`src/rtl/pll_seq_pkg.sv`:
```
package pll_seq_pkg;

  localparam int DIV_W = 11;
  localparam logic [31:0] CFG_MASK = 32'h07FF_173F;

  typedef enum logic [2:0] {
    ST_IDLE,
    ST_START,
    ST_WAIT,
    ST_RUN,
    ST_TOUT
  } seqState_t;

  typedef struct packed {
    logic cntClr;
    logic cntInc;
  } cntCmd_t;

  typedef struct packed {
    logic [DIV_W-1:0] divVal;
    logic             lockBypass;
    logic [2:0]       lockTime;
    logic [1:0]       refSel;
    logic             fastWake;
    logic             lowPower;
    logic [1:0]       filterSel;
  } cfgFields_t;

  function automatic cfgFields_t unpackCfg(input logic [31:0] w);
    cfgFields_t f;
    f.divVal     = w[26:16];
    f.lockBypass = w[12];
    f.lockTime   = w[10:8];
    f.refSel     = w[5:4];
    f.fastWake   = w[3];
    f.lowPower   = w[2];
    f.filterSel  = w[1:0];
    return f;
  endfunction

  // 0 means no time-out; upper half of the code space maps to 8..11 ticks
  function automatic logic [3:0] timeoutLimit(input logic [2:0] code);
    return code[2] ? (4'd8 + {2'b00, code[1:0]}) : 4'd0;
  endfunction

endpackage

```
`src/rtl/pll_seq_dp.sv`:
```
module pll_seq_dp
  import pll_seq_pkg::*;
#(
  parameter int CNT_W = 4
) (
  input  logic             clk,
  input  logic             rstN,
  input  logic             wrEn,
  input  logic [31:0]      wrData,
  input  logic             pllEnable,
  input  logic             srcXtal,
  input  logic             srcMain,
  input  logic             srcGen,
  input  cntCmd_t          cmd,
  output cfgFields_t       cfg,
  output logic [31:0]      cfgWord,
  output logic [CNT_W-1:0] cnt,
  output logic             refDiv,
  output logic             refStrobe
);

  logic [31:0]      cfgReg;
  logic [DIV_W-1:0] divCnt;
  logic             divWrap;
  logic             divRise;

  always_ff @(posedge clk or negedge rstN) begin
    if (!rstN) begin
      cfgReg <= '0;
    end else if (wrEn && !pllEnable) begin
      cfgReg <= wrData & CFG_MASK;
    end
  end

  assign cfgWord = cfgReg;
  assign cfg     = unpackCfg(cfgReg);

  // divider: wraps at the programmed value, or past it after a reprogram
  assign divWrap = srcMain && (divCnt >= cfg.divVal);
  assign divRise = divWrap && !refDiv;

  always_ff @(posedge clk or negedge rstN) begin
    if (!rstN) begin
      divCnt <= '0;
      refDiv <= 1'b0;
    end else if (srcMain) begin
      if (divWrap) begin
        divCnt <= '0;
        refDiv <= ~refDiv;
      end else begin
        divCnt <= divCnt + 1'b1;
      end
    end
  end

  always_comb begin
    unique case (cfg.refSel)
      2'd0:    refStrobe = srcXtal;
      2'd2:    refStrobe = srcGen;
      default: refStrobe = divRise;
    endcase
  end

  // shared tick counter for the startup and time-out windows
  always_ff @(posedge clk or negedge rstN) begin
    if (!rstN) begin
      cnt <= '0;
    end else if (cmd.cntClr) begin
      cnt <= '0;
    end else if (cmd.cntInc) begin
      cnt <= cnt + 1'b1;
    end
  end

endmodule

```
`src/rtl/pll_seq_ctl.sv`:
```
module pll_seq_ctl
  import pll_seq_pkg::*;
#(
  parameter int START_TICKS = 3,
  parameter int CNT_W       = 4
) (
  input  logic             clk,
  input  logic             rstN,
  input  logic             pllEnable,
  input  logic             lockIn,
  input  logic             msTick,
  input  logic             lockBypass,
  input  logic [2:0]       lockTime,
  input  logic             fastWake,
  input  logic [CNT_W-1:0] cnt,
  output cntCmd_t          cmd,
  output logic             clkGate,
  output logic             locked,
  output logic             lockTimeout
);

  localparam logic [CNT_W-1:0] START_LAST = CNT_W'(START_TICKS - 1);

  seqState_t        state, nxt;
  logic             effLock;
  logic [3:0]       limit;
  logic             toOn;
  logic             startDone;
  logic             toHit;

  assign effLock   = lockBypass | lockIn;
  assign limit     = timeoutLimit(lockTime);
  assign toOn      = (limit != 4'd0);
  assign startDone = msTick && (cnt == START_LAST);
  assign toHit     = toOn && msTick && ((cnt + CNT_W'(1)) == CNT_W'(limit));

  always_comb begin
    nxt = state;
    cmd = '0;
    if (!pllEnable) begin
      nxt        = ST_IDLE;
      cmd.cntClr = 1'b1;
    end else begin
      unique case (state)
        ST_IDLE: begin
          nxt        = ST_START;
          cmd.cntClr = 1'b1;
        end
        ST_START: begin
          if (startDone) begin
            nxt        = ST_WAIT;
            cmd.cntClr = 1'b1;
          end else begin
            cmd.cntInc = msTick;
          end
        end
        ST_WAIT: begin
          if (effLock) begin
            nxt = ST_RUN;
          end else if (toHit) begin
            nxt = ST_TOUT;
          end else begin
            cmd.cntInc = msTick && toOn;
          end
        end
        default: nxt = state;
      endcase
    end
  end

  always_ff @(posedge clk or negedge rstN) begin
    if (!rstN) begin
      state       <= ST_IDLE;
      locked      <= 1'b0;
      clkGate     <= 1'b0;
      lockTimeout <= 1'b0;
    end else begin
      state       <= nxt;
      locked      <= (nxt == ST_RUN);
      clkGate     <= (nxt == ST_RUN) || ((nxt == ST_WAIT) && fastWake);
      lockTimeout <= (nxt == ST_TOUT);
    end
  end

endmodule

```
`src/rtl/pll_lock_seq.sv`:
```
module pll_lock_seq
  import pll_seq_pkg::*;
#(
  parameter int START_TICKS = 3
) (
  input  logic        clk,
  input  logic        rstN,
  input  logic        wrEn,
  input  logic [31:0] wrData,
  output logic [31:0] cfgRdata,
  input  logic        pllEnable,
  input  logic        lockIn,
  input  logic        msTick,
  input  logic        srcXtal,
  input  logic        srcMain,
  input  logic        srcGen,
  output logic        refDiv,
  output logic        refStrobe,
  output logic        clkGate,
  output logic        locked,
  output logic        lockTimeout,
  output logic [1:0]  filterSel,
  output logic        lowPower
);

  localparam int MAX_COUNT = (START_TICKS > 11) ? START_TICKS : 11;
  localparam int CNT_W     = $clog2(MAX_COUNT + 1);

  cntCmd_t          cmd;
  cfgFields_t       cfg;
  logic [CNT_W-1:0] cnt;

  pll_seq_dp #(.CNT_W(CNT_W)) u_dp (
    .clk       (clk),
    .rstN      (rstN),
    .wrEn      (wrEn),
    .wrData    (wrData),
    .pllEnable (pllEnable),
    .srcXtal   (srcXtal),
    .srcMain   (srcMain),
    .srcGen    (srcGen),
    .cmd       (cmd),
    .cfg       (cfg),
    .cfgWord   (cfgRdata),
    .cnt       (cnt),
    .refDiv    (refDiv),
    .refStrobe (refStrobe)
  );

  pll_seq_ctl #(.START_TICKS(START_TICKS), .CNT_W(CNT_W)) u_ctl (
    .clk         (clk),
    .rstN        (rstN),
    .pllEnable   (pllEnable),
    .lockIn      (lockIn),
    .msTick      (msTick),
    .lockBypass  (cfg.lockBypass),
    .lockTime    (cfg.lockTime),
    .fastWake    (cfg.fastWake),
    .cnt         (cnt),
    .cmd         (cmd),
    .clkGate     (clkGate),
    .locked      (locked),
    .lockTimeout (lockTimeout)
  );

  assign filterSel = cfg.filterSel;
  assign lowPower  = cfg.lowPower;

endmodule

```
`config.mk`:
```
export PLATFORM = sky130hd
export DESIGN_NAME = pll_lock_seq
export DESIGN_NICKNAME = d
export VERILOG_FILES = /design/src/rtl/pll_seq_pkg.sv /design/src/rtl/pll_seq_dp.sv /design/src/rtl/pll_seq_ctl.sv /design/src/rtl/pll_lock_seq.sv
export SDC_FILE = /design/constraint.sdc
export NUM_CORES = 1
export LEC_CHECK = 0
export ABC_AREA = 1
export BUFFER_PORTS_ARGS = -buffer_cell sky130_fd_sc_hd__buf_2
export CAP_MARGIN = 20
export CELL_PAD_IN_SITES_DETAIL_PLACEMENT = 1
export CELL_PAD_IN_SITES_GLOBAL_PLACEMENT = 2
export CORE_ASPECT_RATIO = 1.4
export CORE_UTILIZATION = 29
export CTS_CLUSTER_SIZE = 14
export DETAILED_ROUTE_END_ITERATION = 6
export GPL_TIMING_DRIVEN = 0
export PLACE_DENSITY_LB_ADDON = 0.25
export REMOVE_ABC_BUFFERS = 1
export SYNTH_ARGS = -nofsm -noshare
export SYNTH_HDL_FRONTEND = slang
export SYNTH_SLANG_ARGS = --single-unit
export TNS_END_PERCENT = 10
```
`constraint.sdc`:
```
create_clock -name clk -period 2.3 [get_ports clk]
set_clock_uncertainty 0.15 [all_clocks]
set_input_delay 0.115 -clock clk [delete_from_list [all_inputs] [get_ports clk]]
set_output_delay 0.115 -clock clk [all_outputs]
set_load 0.05 [all_outputs]
```
# Word-level counts from Yosys, hierarchy flattened
# Cells that the tools add are included.
[op_classes]
addsub = 3
multipliers = 0
n_div = 0
n_lt_le_gt_ge = 1
eq_ne = 8
shift = 0
n_mux = 18
n_bitwise = 2
reduce_logical = 15
[ops]
columns = ["cell", "count"]
rows = [
  ["$mux W3", 4],
  ["$mux W4", 3],
  ["$add A11 B1 Y11 const B", 1],
  ["$ge A11 B11 Y1", 1],
  ["$mux W11", 1],
  ["$eq A3 B2 Y1 const B", 3],
  ["$pmux W3 S3", 1],
  ["$logic_and A1 B1 Y1", 7],
  ["$mux W1", 6],
  ["$pmux W1 S2", 3],
  ["$add A4 B1 Y4 const B", 1],
  ["$add A4 B2 Y4 const A", 1],
  ["$eq A4 B2 Y1 const B", 1],
  ["$eq A4 B4 Y1", 1],
  ["$reduce_bool A4 Y1", 1],
  ["$eq A3 B1 Y1 const B", 1],
  ["$eq A3 B3 Y1 const B", 1],
  ["$logic_not A3 Y1", 1],
  ["$eq A2 B2 Y1 const B", 1],
  ["$logic_not A1 Y1", 2],
  ["$logic_not A2 Y1", 1],
  ["$reduce_and A2 Y1", 1],
  ["$reduce_bool A2 Y1", 1],
  ["$logic_or A1 B1 Y1", 1],
  ["other kinds (2)", 2],
]
[totals]
register_bits = 43
latch_bits = 0
mem_bits_rw = 0
rom_bits = 0
inputBits = 41
out_inout_bits = 40
word_cells = 55
n_memories = 0

# Logic depth before layout (Yosys ltp)
[logic_depth]
word_depth = 12
mapped_depth = 11
ltp_nobuf = 11

# Modules after synthesis
# Synthesis repeated with hierarchy kept, for this count alone.
[hier_totals]
cells_unflattened = 333
hier_area_um2 = 2722.6
[modules_own_cells]
columns = ["mod", "n_inst", "cells_each", "area_per_inst_um2", "seq_area_each_um2"]
rows = [
  ["pll_seq_dp", 1, 256, 2189.6, 925.9],
  ["pll_seq_ctl", 1, 77, 533.0, 150.1],
]

# Worst setup path after synthesis
# Ideal clock, no wire load.
[synth_timing]
path_kind = "reg-to-output"
from = "reg u_dp.cfgReg[22], in the netlist u_dp.cfgWord[22]"
to = "out refStrobe"
arrival_time_ps = 1871
required_ps = 2035
setup_slack_ps = 164
stages_incl_launch_ff = 8
path_cell_list = "dfrtp_1 -> inv_1 -> ha_1 -> nand4_1 -> nand3b_1 -> nand4_1 -> nand4_1 -> nand2_1"
[synth_via]
elab_chain_len = 4
[synth_lines]
columns = ["element", "line_no", "rtl"]
rows = [
  ["start, declared", "pll_seq_dp.sv:22", "logic [31:0] cfgReg;"],
  ["start signal, assigned", "pll_seq_dp.sv:31", "cfgReg <= wrData & CFG_MASK;"],
  ["$ge A11 B11 Y1", "pll_seq_dp.sv:39", "assign divWrap = srcMain && (divCnt >= cfg.divVal);"],
  ["$logic_and A1 B1 Y1", "pll_seq_dp.sv:39", ""],
  ["$logic_and A1 B1 Y1", "pll_seq_dp.sv:40", "assign divRise = divWrap && !refDiv;"],
  ["$pmux W1 S2", "pll_seq_dp.sv:57", "unique case (cfg.refSel)"],
  ["end, declared", "pll_lock_seq.sv:18", "output logic refStrobe,"],
]
# Every way passes these cells.

# Final worst setup path
[layout_timing]
from = "reg u_dp.cfgReg[26], in the netlist u_dp.cfgWord[26]"
to = "out refStrobe"
# Same word-level chain as after synthesis.

==> results.yml <==
run_status:
  status: "finished clean"
finish:
  area_growth_pct: 33.6
  fin_cells: 492
  final_cell_mix: "buf_2 (57), nand2_1 (54), dfrtp_1 (39)"
  n_antenna_cell: 0
  fin_util_pct: 39.8
  final_common_cell: "buf_2"
  drive_gt1_share_pct: 30.0
  fin_nets: 441
  finish.instance_area_sq_mm: 0.00339
cts:
  path_clk_slew_ns: 0.06
  ctsLongestPathBuffers: 2
  clock_latency_ns: 0.28
  clock-sinks: 43
  cts_tree: "yes"
  root_buffer: "clkbuf_16"
  cts_buffers: 5
  htreeDepth: 2
worst_setup_path:
  start_kind: "register"
  max_stage_delay_ns: 0.37
  cp_top_family: "simple AND/OR/NAND/NOR gates"
  path_cells: "inv_1 -> ha_4 -> a21oi_1 -> o21a_1 -> nand4_1 -> nand4_1 -> nand2_1 -> buf_6"
  worst_path_most_repeated_cell: "nand4_1"
  crit_required_ns: 2.04
  end_kind: "output pin"
  crit_fanout: 3
  path_class: "reg2out"
  cp.arrival_ns: 1.92
  cp_num_buf_inv: 2
  critPathSlowestCell: "dfrtp_1"
drt:
  wl_per_cell_um: 13.0
  first_pass_iters: 4
  via_per_inst: 4.55
  antenna_left: 0
  drc: 0
  wirelength_mm: 6.42
  vias: 2239
  drt_iter0_drc: 72
global_route:
  grt_max_degree: 44
  track_usage_pct: 15.1
  grt_overflow_total: 0
  busiest_layer: "met2"
  antenna_found_initial: 0
  grt_pass1_wl_mm: 10.3
  grt_util_met2_pct: 29.1
  grt_pass1_vias: 2317
  grtUsageMet1_pct: 15.3
  grt_util_met3_pct: 2.60
sta:
  min_period_ns: 2.19
  fin_crit_sh_pct: 95.1
  setup_viol: 0
  report.final.slew_viol_count: 0
  finalSetupTns_ns: 0
  finalHoldViolCount: 0
  fmax_mhz: 457
  relSlewSlack_pct: 54.6
  setup_ws_ns: 0.113
  holdWs_ns: 0.0181
  tightest_slew_ns: 0.678
power:
  power_frac_seq_pct: 33.7
  p_comb_share_pct: 43.2
  p_int_mw: 1.87
  p_per_area_mw_per_mm2: 955
  power.leakage_nw: 1.71
  p_total_mw: 3.24
  swShare_pct: 42.1
  p_switching_mw: 1.36
  clkPwrFrac_pct: 23.1
  irDropWorstVdd_mv: 0.408
synthesis:
  ys.flop_type: "dfrtp_1"
  async_flop_share_pct: 100
  ys_types: 34
  syn_inst: 302
  yosys_warnings: 0
  synth_area_sq_mm: 0.00254
  synth-seq-area-share_pct: 42.4
  ys_ff_latch: 43
  synth.avg_cell_area_sq_um: 8.40
  synth_edf_count: 0
floorplan:
  dieArea_sq_mm: 0.00913
  std_cell_rows: 40
  core_region_area_sq_mm: 0.00851
  die_h_um: 113
  initial_core_util_pct: 29.8
  pin_count: 81
  die_x_um: 81.0
hold_path:
  min_path_type: "in2reg"
placement:
  place_hpwl_mm: 4.65
  placed_area_sq_mm: 0.00284
  post-place-ws_ns: 0.280
  port_buffers: 58
  gp_congestion: 0.743
  dp.cells: 455
run:
  cap_violations: 0
## worst register-to-register path, stage by stage, from the launching register on
cell	delay [ns]
dfrtp_1	0.44
inv_1	0.12
ha_1	0.32
inv_1	0.06
nand2_1	0.07
nand3_1	0.11
nor2_4	0.14
nand3_1	0.10
nand2_1	0.09
nand2_1	0.09
nand2_1	0.08
nor2_1	0.04
## layout make-up
cell class                 instances  area (sq um)
clock buffer                       8           156
fill                            1046          5120
inverter                          41           154
multi-input combinational        208          1280
sequential                        43          1080
tap                              105           131
timing repair buffer              87           582
## worst paths after layout
check                                 startpoint        endpoint  slack (ns)  cells after the start
min in group asynchronous                   rstN  u_dp.divCnt[1]        0.11                      2
worst max register to register       u_dp.cnt[0]    u_ctl.locked        0.38                     11
worst min-delay path                   pllEnable     u_dp.cnt[3]        0.02                      3
worst max-delay path            u_dp.cfgWord[26]       refStrobe        0.11                      8
worst min register to register       u_dp.refDiv     u_dp.refDiv        0.35                      2
max in group asynchronous                   rstN  u_dp.divCnt[5]        1.39                      3
## power groups by stage
stage	combinational, mW	clock, mW	sequential [mW]
after floorplan	0.681	0	1.34
after global placement	1.23	0	1.09
after detailed placement	1.25	0	1.10
after CTS	1.29	0.777	1.08
after global routing	1.56	0.799	1.12
final	1.40	0.747	1.09
## metal layers
layer / wire length [um] / part of all wire (%)
met1: 2460 / 38
met2: 3660 / 57
met3: 170 / 2.6
met4: 129 / 2.0
met5: 0 / 0
## kinds of logic after synthesis
logic type / share of synthesized area [%]
AO/OA/AOI/OAI: 6.56
XOR/XNOR: 2.42
adder cells (fa/ha/maj): 6.91
buffers and inverters: 12.0
flip-flops: 42.4
multiplexers: 3.55
other: 0.148
AND/OR/NAND/NOR: 26.0
## sequential cells by signal (all words and copies together) (netlist names)
name / count
u_dp.divCnt: 11
u_ctl.lockTimeout: 1
u_dp.cfgWord: 21
u_ctl.locked: 1
u_ctl.clkGate: 1
u_dp.cnt: 4
u_ctl.state: 3
u_dp.refDiv: 1
## Yosys cell counts, types with 4 or more instances
library cell / n / area [sq um]
nand2_1: 55 / 206
nand3_1: 20 / 100
nand3_2: 4 / 40.0
xor2_1: 6 / 52.6
nor2_1: 30 / 113
nand4_1: 8 / 50.1
mux2_2: 8 / 90.1
a21oi_1: 18 / 90.1
ha_1: 14 / 175
buf_4: 18 / 135
o21ai_1: 4 / 20.0
nand2_2: 4 / 25.0
nor2_2: 4 / 25.0
inv_1: 38 / 143
o21ai_0: 4 / 20.0
dfrtp_1: 43 / 1080
## repair_timing
| action | in CTS | in global routing |
|---|---|---|
| pin swaps | 0 | 5 |
| hold endpoints to repair | 64 | 0 |
| resized for setup | 1 | 18 |
| endpoints found under the setup margin | 1 | 1 |
| setup buffers | 0 | 6 |
| hold buffers | 22 | 0 |
No activity file was read; power rests on OpenSTA's default activity.
